### config.mk
export PLATFORM = sky130hd
export DESIGN_NAME = alu_core
export DESIGN_NICKNAME = d
export VERILOG_FILES = /design/src/rtl/alu_pkg.sv /design/src/rtl/alu_operand_cond.sv /design/src/rtl/alu_prefix_adder.sv /design/src/rtl/alu_logic_unit.sv /design/src/rtl/alu_result_mux.sv /design/src/rtl/alu_core.sv
export SDC_FILE = /design/constraint.sdc
export NUM_CORES = 1
export LEC_CHECK = 0
export ABC_AREA = 1
export CAP_MARGIN = 20
export CORE_ASPECT_RATIO = 1.2
export CORE_MARGIN = 2
export CORE_UTILIZATION = 45
export DETAILED_ROUTE_END_ITERATION = 10
export GPL_TIMING_DRIVEN = 0
export PLACE_DENSITY_LB_ADDON = 0.1
export SETUP_SLACK_MARGIN = 0.5
export SLEW_MARGIN = 20
export SYNTH_ARGS = -nofsm -noshare
export SYNTH_HDL_FRONTEND = slang
export SYNTH_SLANG_ARGS = --single-unit
### constraint.sdc
create_clock -name vclk -period 4
set_input_delay 0.8 -clock vclk [all_inputs]
set_output_delay 0.8 -clock vclk [all_outputs]
set_load 0.005 [all_outputs]
### src/rtl/alu_pkg.sv
package alu_pkg;

  // Position of the code bit that inverts B and supplies the carry-in.
  localparam int unsigned INV_BIT = 2;

  // Result source picked by the low two code bits.
  typedef enum logic [1:0] {
    SEL_AND  = 2'b00,
    SEL_OR   = 2'b01,
    SEL_SUM  = 2'b10,
    SEL_SIGN = 2'b11
  } res_sel_e;

endpackage

### src/rtl/alu_operand_cond.sv
module alu_operand_cond #(
  parameter int unsigned WIDTH = 32
) (
  input  logic [WIDTH-1:0] b_i,
  input  logic             inv_i,
  output logic [WIDTH-1:0] b_eff_o,
  output logic             cin_o
);

  // One XOR per bit: inversion is applied as a conditional complement.
  assign b_eff_o = b_i ^ {WIDTH{inv_i}};
  // The same control bit adds the +1 that completes two's-complement negation.
  assign cin_o   = inv_i;

endmodule

### src/rtl/alu_prefix_adder.sv
module alu_prefix_adder #(
  parameter int unsigned WIDTH = 32
) (
  input  logic [WIDTH-1:0] a_i,
  input  logic [WIDTH-1:0] b_i,
  input  logic             cin_i,
  output logic [WIDTH-1:0] sum_o
);

  // Only columns 0..WIDTH-2 feed a carry into a higher column; the carry
  // out of the top column is never needed, so the network spans PW columns.
  localparam int unsigned PW     = WIDTH - 1;
  localparam int unsigned LEVELS = (PW > 1) ? $clog2(PW) : 1;

  logic [WIDTH-1:0] half_sum;
  logic [WIDTH-1:0] carry_in;

  assign half_sum = a_i ^ b_i;

  // Parallel-prefix (log-depth) generate/propagate tree.
  for (genvar k = 0; k <= LEVELS; k++) begin : g_lvl
    logic [PW-1:0] gg;
    logic [PW-1:0] pp;
    if (k == 0) begin : g_init
      assign gg = a_i[PW-1:0] & b_i[PW-1:0];
      assign pp = a_i[PW-1:0] ^ b_i[PW-1:0];
    end else begin : g_step
      localparam int unsigned D = 1 << (k - 1);
      for (genvar i = 0; i < PW; i++) begin : g_col
        if (i >= D) begin : g_blk
          assign gg[i] = g_lvl[k-1].gg[i] | (g_lvl[k-1].pp[i] & g_lvl[k-1].gg[i-D]);
          assign pp[i] = g_lvl[k-1].pp[i] & g_lvl[k-1].pp[i-D];
        end else begin : g_pass
          assign gg[i] = g_lvl[k-1].gg[i];
          assign pp[i] = g_lvl[k-1].pp[i];
        end
      end
    end
  end

  // Carry into column i: the group generate over columns i-1..0, or the
  // group propagate over them letting the external carry-in through.
  assign carry_in[0] = cin_i;
  for (genvar i = 1; i < WIDTH; i++) begin : g_carry
    assign carry_in[i] = g_lvl[LEVELS].gg[i-1] | (g_lvl[LEVELS].pp[i-1] & cin_i);
  end

  assign sum_o = half_sum ^ carry_in;

endmodule

### src/rtl/alu_logic_unit.sv
module alu_logic_unit #(
  parameter int unsigned WIDTH = 32
) (
  input  logic [WIDTH-1:0] a_i,
  input  logic [WIDTH-1:0] b_eff_i,
  output logic [WIDTH-1:0] and_o,
  output logic [WIDTH-1:0] or_o
);

  assign and_o = a_i & b_eff_i;
  assign or_o  = a_i | b_eff_i;

endmodule

### src/rtl/alu_result_mux.sv
module alu_result_mux
  import alu_pkg::*;
#(
  parameter int unsigned WIDTH = 32
) (
  input  logic [2:0]       func_i,
  input  logic [WIDTH-1:0] and_i,
  input  logic [WIDTH-1:0] or_i,
  input  logic [WIDTH-1:0] sum_i,
  output logic [WIDTH-1:0] y_o
);

  res_sel_e sel;
  assign sel = res_sel_e'(func_i[1:0]);

  always_comb begin
    unique case (sel)
      SEL_AND: y_o = and_i;
      SEL_OR:  y_o = or_i;
      SEL_SUM: y_o = sum_i;
      SEL_SIGN: begin
        // Sign of the difference only when B was inverted; otherwise the
        // code is unused and the result is forced to zero.
        y_o    = '0;
        y_o[0] = func_i[INV_BIT] & sum_i[WIDTH-1];
      end
      default: y_o = '0;
    endcase
  end

endmodule

### src/rtl/alu_core.sv
module alu_core
  import alu_pkg::*;
#(
  parameter int unsigned WIDTH = 32
) (
  input  logic [WIDTH-1:0] a_i,
  input  logic [WIDTH-1:0] b_i,
  input  logic [2:0]       func_i,
  output logic [WIDTH-1:0] y_o,
  output logic             zero_o
);

  logic [WIDTH-1:0] b_eff;
  logic             cin;
  logic [WIDTH-1:0] sum;
  logic [WIDTH-1:0] and_r;
  logic [WIDTH-1:0] or_r;

  alu_operand_cond #(.WIDTH(WIDTH)) u_cond (
    .b_i     (b_i),
    .inv_i   (func_i[INV_BIT]),
    .b_eff_o (b_eff),
    .cin_o   (cin)
  );

  alu_prefix_adder #(.WIDTH(WIDTH)) u_add (
    .a_i   (a_i),
    .b_i   (b_eff),
    .cin_i (cin),
    .sum_o (sum)
  );

  alu_logic_unit #(.WIDTH(WIDTH)) u_logic (
    .a_i     (a_i),
    .b_eff_i (b_eff),
    .and_o   (and_r),
    .or_o    (or_r)
  );

  alu_result_mux #(.WIDTH(WIDTH)) u_mux (
    .func_i (func_i),
    .and_i  (and_r),
    .or_i   (or_r),
    .sum_i  (sum),
    .y_o    (y_o)
  );

  assign zero_o = ~|y_o;

endmodule

## Word-level counts from Yosys, hierarchy flattened

Index checks and enable logic that the tools add are counted.
W data, S select, Z words.

| storage, ports and cells | value |
|---|---|
| input port bits | 67 |
| logic and storage cells | 449 |
| register bits | 0 |
| output and inout port bits | 33 |

| operators by class | value |
|---|---|
| bitwise gates (word level) | 442 |
| multiplexer cells | 1 |
| equal/unequal tests | 3 |
| reductions and logical operators | 3 |

Operator list:

| kind | count |
|---|---|
| $and A1 B1 Y1 | 280 |
| $or A1 B1 Y1 | 155 |
| $pmux W32 S4 | 1 |
| $xor A32 B32 Y32 | 3 |
| $and A32 B32 Y32 | 1 |
| $or A32 B32 Y32 | 1 |
| $reduce_or A32 Y1 | 1 |
| $and A31 B31 Y31 | 1 |
| $xor A31 B31 Y31 | 1 |
| $eq A2 B2 Y1 const B | 2 |
| $eq A2 B1 Y1 const B | 1 |
| $logic_not A2 Y1 | 1 |
| $logic_not A1 Y1 | 1 |

## Depth between registers and ports, before layout

| depth | value |
|---|---|
| depth after elaboration | 17 |
| mapped depth | 24 |

## Modules after synthesis

A second synthesis with hierarchy kept.

| second synthesis, totals | value |
|---|---|
| cells, all modules | 991 |
| area, all modules | 4,429.2 µm² |

Modules (own cells, without submodules):

| module | instances | sequential area each (µm²) | cells an instance | area each (µm²) |
|---|---|---|---|---|
| alu_prefix_adder | 1 | 0.0 | 516 | 2,491.1 |
| alu_result_mux | 1 | 0.0 | 147 | 616.8 |
| alu_operand_cond | 1 | 0.0 | 137 | 604.3 |
| alu_logic_unit | 1 | 0.0 | 160 | 600.6 |
| alu_core | 1 | 0.0 | 31 | 116.4 |

## Worst setup path after synthesis

No wires, ideal clock.

| timing | value |
|---|---|
| path kind | input -> output |
| start | input func_i[2] |
| end | output zero_o |
| path slack | 0.163 ns |
| path buffers | 2 |
| data arrival time | 3.037 ns |
| stages | 18 |
| cells stage by stage | buf_2 buf_2 xnor2_1 inv_1 ha_1 nand2_1 inv_2 and3_1 nand2_2 nand2_2 or2_1 nand3_1 o211ai_1 nor2_1 nand2_1 nor2_1 nand2_1 nor2_1 |

RTL lines:

| what | RTL line | text |
|---|---|---|
| start: declaration | alu_core.sv:8 | `input logic [2:0] func_i,` |
| $xor A32 B32 Y32 | alu_operand_cond.sv:11 | `assign b_eff_o = b_i ^ {WIDTH{inv_i}};` |
| $xor A31 B31 Y31 / $and A31 B31 Y31 (equally long branches) | alu_prefix_adder.sv:26, alu_prefix_adder.sv:25 |  |
| $and A1 B1 Y1 | alu_prefix_adder.sv:31 | `assign gg[i] = g_lvl[k-1].gg[i] \| (g_lvl[k-1].pp[i] & g_lvl[k-1].gg[i-D]);` |
| $or A1 B1 Y1 | alu_prefix_adder.sv:31 |  |
| $and A1 B1 Y1 | alu_prefix_adder.sv:31 |  |
| $or A1 B1 Y1 | alu_prefix_adder.sv:31 |  |
| $and A1 B1 Y1 / $or A1 B1 Y1 (equally long branches) | alu_prefix_adder.sv:31 |  |
| $or A1 B1 Y1 / $and A1 B1 Y1 (equally long branches) | alu_prefix_adder.sv:31 |  |
| $or A1 B1 Y1 | alu_prefix_adder.sv:31 |  |
| $or A1 B1 Y1 | alu_prefix_adder.sv:45 | `assign carry_in[i] = g_lvl[LEVELS].gg[i-1] \| (g_lvl[LEVELS].pp[i-1] & cin_i);` |
| $xor A32 B32 Y32 | alu_prefix_adder.sv:48 | `assign sum_o = half_sum ^ carry_in;` |
| $pmux W32 S4 (*) | alu_result_mux.sv:17 | `unique case (sel)` |
| net y_o[14] | alu_core.sv:9 | `output logic [WIDTH-1:0] y_o,` |
| $reduce_or A32 Y1 (*) | alu_core.sv:48 | `assign zero_o = ~\|y_o;` |
| $logic_not A1 Y1 (*) | alu_core.sv:48 |  |
| end: declaration | alu_core.sv:10 | `output logic zero_o` |

Mark *: on every way through the listed nets, which the timed path passes. The rest lies on a longest branch.

## Worst setup path after layout

| timing | value |
|---|---|
| start | input func_i[2] |
| end | output zero_o |

| on the way | value |
|---|---|
| word-level cells in the longest chain between the ends | 17 |

RTL lines:

| what | RTL line | text |
|---|---|---|
| $xor A32 B32 Y32 | alu_operand_cond.sv:11 |  |
| $xor A31 B31 Y31 / $and A31 B31 Y31 (equally long branches) | alu_prefix_adder.sv:26, alu_prefix_adder.sv:25 |  |
| $and A1 B1 Y1 (on tied branches) | alu_prefix_adder.sv:31, alu_prefix_adder.sv:32 |  |
| $or A1 B1 Y1 / $and A1 B1 Y1 (equally long branches) | alu_prefix_adder.sv:31 |  |
| $and A1 B1 Y1 / $or A1 B1 Y1 (equally long branches) | alu_prefix_adder.sv:31 |  |
| $or A1 B1 Y1 / $and A1 B1 Y1 (equally long branches) | alu_prefix_adder.sv:31 |  |
| $and A1 B1 Y1 / $or A1 B1 Y1 (equally long branches) | alu_prefix_adder.sv:31 |  |
| $or A1 B1 Y1 / $and A1 B1 Y1 (equally long branches) | alu_prefix_adder.sv:31 |  |
| $and A1 B1 Y1 / $or A1 B1 Y1 (equally long branches) | alu_prefix_adder.sv:31 |  |
| $or A1 B1 Y1 / $and A1 B1 Y1 (equally long branches) | alu_prefix_adder.sv:31 |  |
| $or A1 B1 Y1 | alu_prefix_adder.sv:31 |  |
| $or A1 B1 Y1 | alu_prefix_adder.sv:45 |  |
| $xor A32 B32 Y32 | alu_prefix_adder.sv:48 |  |
| $and A1 B1 Y1 | alu_result_mux.sv:25 | `y_o[0] = func_i[INV_BIT] & sum_i[WIDTH-1];` |
| $pmux W32 S4 (*) | alu_result_mux.sv:17 |  |
| $reduce_or A32 Y1 (*) | alu_core.sv:48 |  |
| $logic_not A1 Y1 (*) | alu_core.sv:48 |  |

Every way passes the cells marked *; elsewhere a longest branch is shown, timed or not.

==> flow_summary.json <==
{
  "status": "finished, violations left",
  "violations": "setup timing",
  "drtIter0Drc": 496,
  "ys_seq_area_frac": 0,
  "synth_compound_area_frac": 0.09070,
  "row_count": 39,
  "min_path_type": "in2out",
  "place_hpwl_um": 11680,
  "antenna_found_initial": 0,
  "drive_above_1_share": 0.4364,
  "cap_violations": 0,
  "relSlewSlack": 0.5348,
  "dr_total_vias": 6355,
  "place_area_mm2": 0.005608,
  "yosys.area_share.simple": 0.4632,
  "startpoint_type": "primary input",
  "final_cell_mix": "nand2_1 (182), inv_1 (180), nand2_2 (75), buf_4 (54), clkdlybuf4s50_1 (43)",
  "track_usage": 0.2962,
  "postLayoutCellArea_mm2": 0.007974,
  "synthCells": 844,
  "stdcell_count": 1145,
  "endpoint_kind": "output port",
  "wl_per_cell_um": 18.22,
  "start_util": 0.4619,
  "place_inst": 1066,
  "period_minus_slack_ns": 4.634,
  "diodes": 0,
  "syn-cell-area_mm2": 0.004373,
  "rsz0062_at_grt": "true",
  "clkbuf_count": 0,
  "place_congestion": 0.9532,
  "ant_nets": 0,
  "syn_nets": 975,
  "grt_pass1_wl_um": 25160,
  "hold_viol_final": 0,
  "setup_viol": 5,
  "synth_top_family_by_area": "simple AND/OR/NAND/NOR gates",
  "drc": 0,
  "synth_warnings": 0,
  "crit_arrival_ns": 3.83,
  "power_density_mw_per_mm2": 201.5,
  "required_ns": 3.20,
  "drv_slew": 0,
  "post-route-period-util": 1.159,
  "gr-total-overflow": 0,
  "synth_fa_ha_area_frac": 0.1831,
  "port_buffers": 99,
  "leakagePower_nw": 4.294,
  "worst-path-max-fanout": 10,
  "fin_util": 0.8423,
  "first_global_vias": 5407,
  "first_pass_iters": 7,
  "syn_avg_cell_area_um2": 5.181,
  "seqCellArea_um2": 0,
  "synth.area.mux_share": 0,
  "critical_path_class": "in2out",
  "viasPerCell": 5.550,
  "die_h_um": 112.0,
  "seq_cell_count": 0,
  "max_freq_ghz": 0.2158,
  "final_common_cell": "nand2_1",
  "synth-xor-area-share": 0.06609,
  "area_growth_pct": 82.35,
  "routed_wl_um": 20860,
  "ir_drop_mv": 0.09525,
  "nNetsFinal": 1155,
  "core-area_mm2": 0.009467,
  "die_w_um": 93.99,
  "worst-slew-pin-transition_ns": 0.6979,
  "io-pin-count": 100,
  "synthDistinctLibCells": 35,
  "setup_slack_ns": -0.6343,
  "dieArea_mm2": 0.01053,
  "grt_max_degree": 11
}
==> synth_stat cells (all sizes together) <==
cell | instances | area [µm²]
nand2 | 285 | 1122
inv | 212 | 795.8
nor2 | 73 | 311.5
ha | 64 | 800.8
nand3 | 62 | 355.3
xnor2 | 32 | 280.3
a21oi | 28 | 151.4
o21ai | 16 | 80.08
or2 | 11 | 68.82
nor3 | 10 | 65.06
buf | 7 | 35.03
nand3b | 7 | 52.55
o22ai | 7 | 43.79
clkbuf | 5 | 18.77
o211ai | 5 | 47.54
o221ai | 5 | 43.79
nand4 | 4 | 25.02
clkinv | 3 | 11.26
o21bai | 3 | 22.52
a22oi | 1 | 7.510
and2 | 1 | 6.260
and3 | 1 | 6.260
nor4 | 1 | 12.51
xor2 | 1 | 8.760
==> critical path: stages <==
cell and delay (ns):
buf_8 0.10, buf_12 0.14, buf_12 0.17, xnor2_4 0.21
inv_1 0.10, ha_1 0.22, inv_1 0.09, nand2_1 0.10
nand2_2 0.09, nand2_2 0.08, a21oi_2 0.12, nand2_2 0.13
or2_0 0.25, nand3_1 0.10, o211ai_2 0.11, nor2_1 0.29
nand2_1 0.24, nor2_2 0.15, nand2_2 0.09, nor2_1 0.10
buf_2 0.12
==> timing repair <==
item | 4_1_cts | 5_1_grt
setup buffers | 57 | 21
endpoints found under the setup margin | 33 | 33
pin swaps | 80 | 135
hold buffers | 0 | 0
gates resized for setup | 255 | 261
gates cloned | 1 | 0
==> cell families (layout without fill, tap and decap cells) <==
family / after synthesis / count (layout)
AOI/OAI and AO/OA: 65 / 65
xor gates and xnor gates: 33 / 33
adders and majority gates: 64 / 64
buffers and inverters: 227 / 405
and+or+nand+nor: 455 / 455
==> power by group <==
part	switching, mW	internal [mW]
sequential	0	0
clock	0	0
combinational	0.904	0.703
total	0.904	0.703
==> layout make-up <==
class	count	area [µm²]
well taps	123	153.9
inverters	215	823.3
plain buffers	12	133.9
fillers	581	1493
multi-input cells	617	5204
repair buffers	178	1659
==> layer usage <==
metal / global-route usage / vias up / routed length (µm)
met2: 0.5419 / 400 / 10310
li1: - / 2898 / -
met4: 0.1391 / 0 / 1713
met5: 0 / - / 0
met1: 0.3494 / 2914 / 7264
met3: 0.01083 / 143 / 1569
==> worst paths after layout <==
kind                   from      end  cells past startpoint
setup / recovery  func_i[2]   zero_o                     21
hold / removal    func_i[1]  y_o[29]                      7
==> per-stage QoR <==
step | TNS (ns) | power [mW] | hold slack, ns | setup WS (ns)
after floorplan | 0 | 0.6324 | 1.824 | 0.4024
after global placement | -19.76 | 0.9592 | 2.503 | -1.320
after detailed placement | -19.66 | 0.9654 | 2.495 | -1.260
after CTS | -0.8157 | 1.250 | 2.287 | -0.1738
after global routing | -1.904 | 1.702 | 2.270 | -0.7035
final | -1.194 | 1.607 | 2.222 | -0.6343
Note: power is estimated with default switching activity, not from simulation.
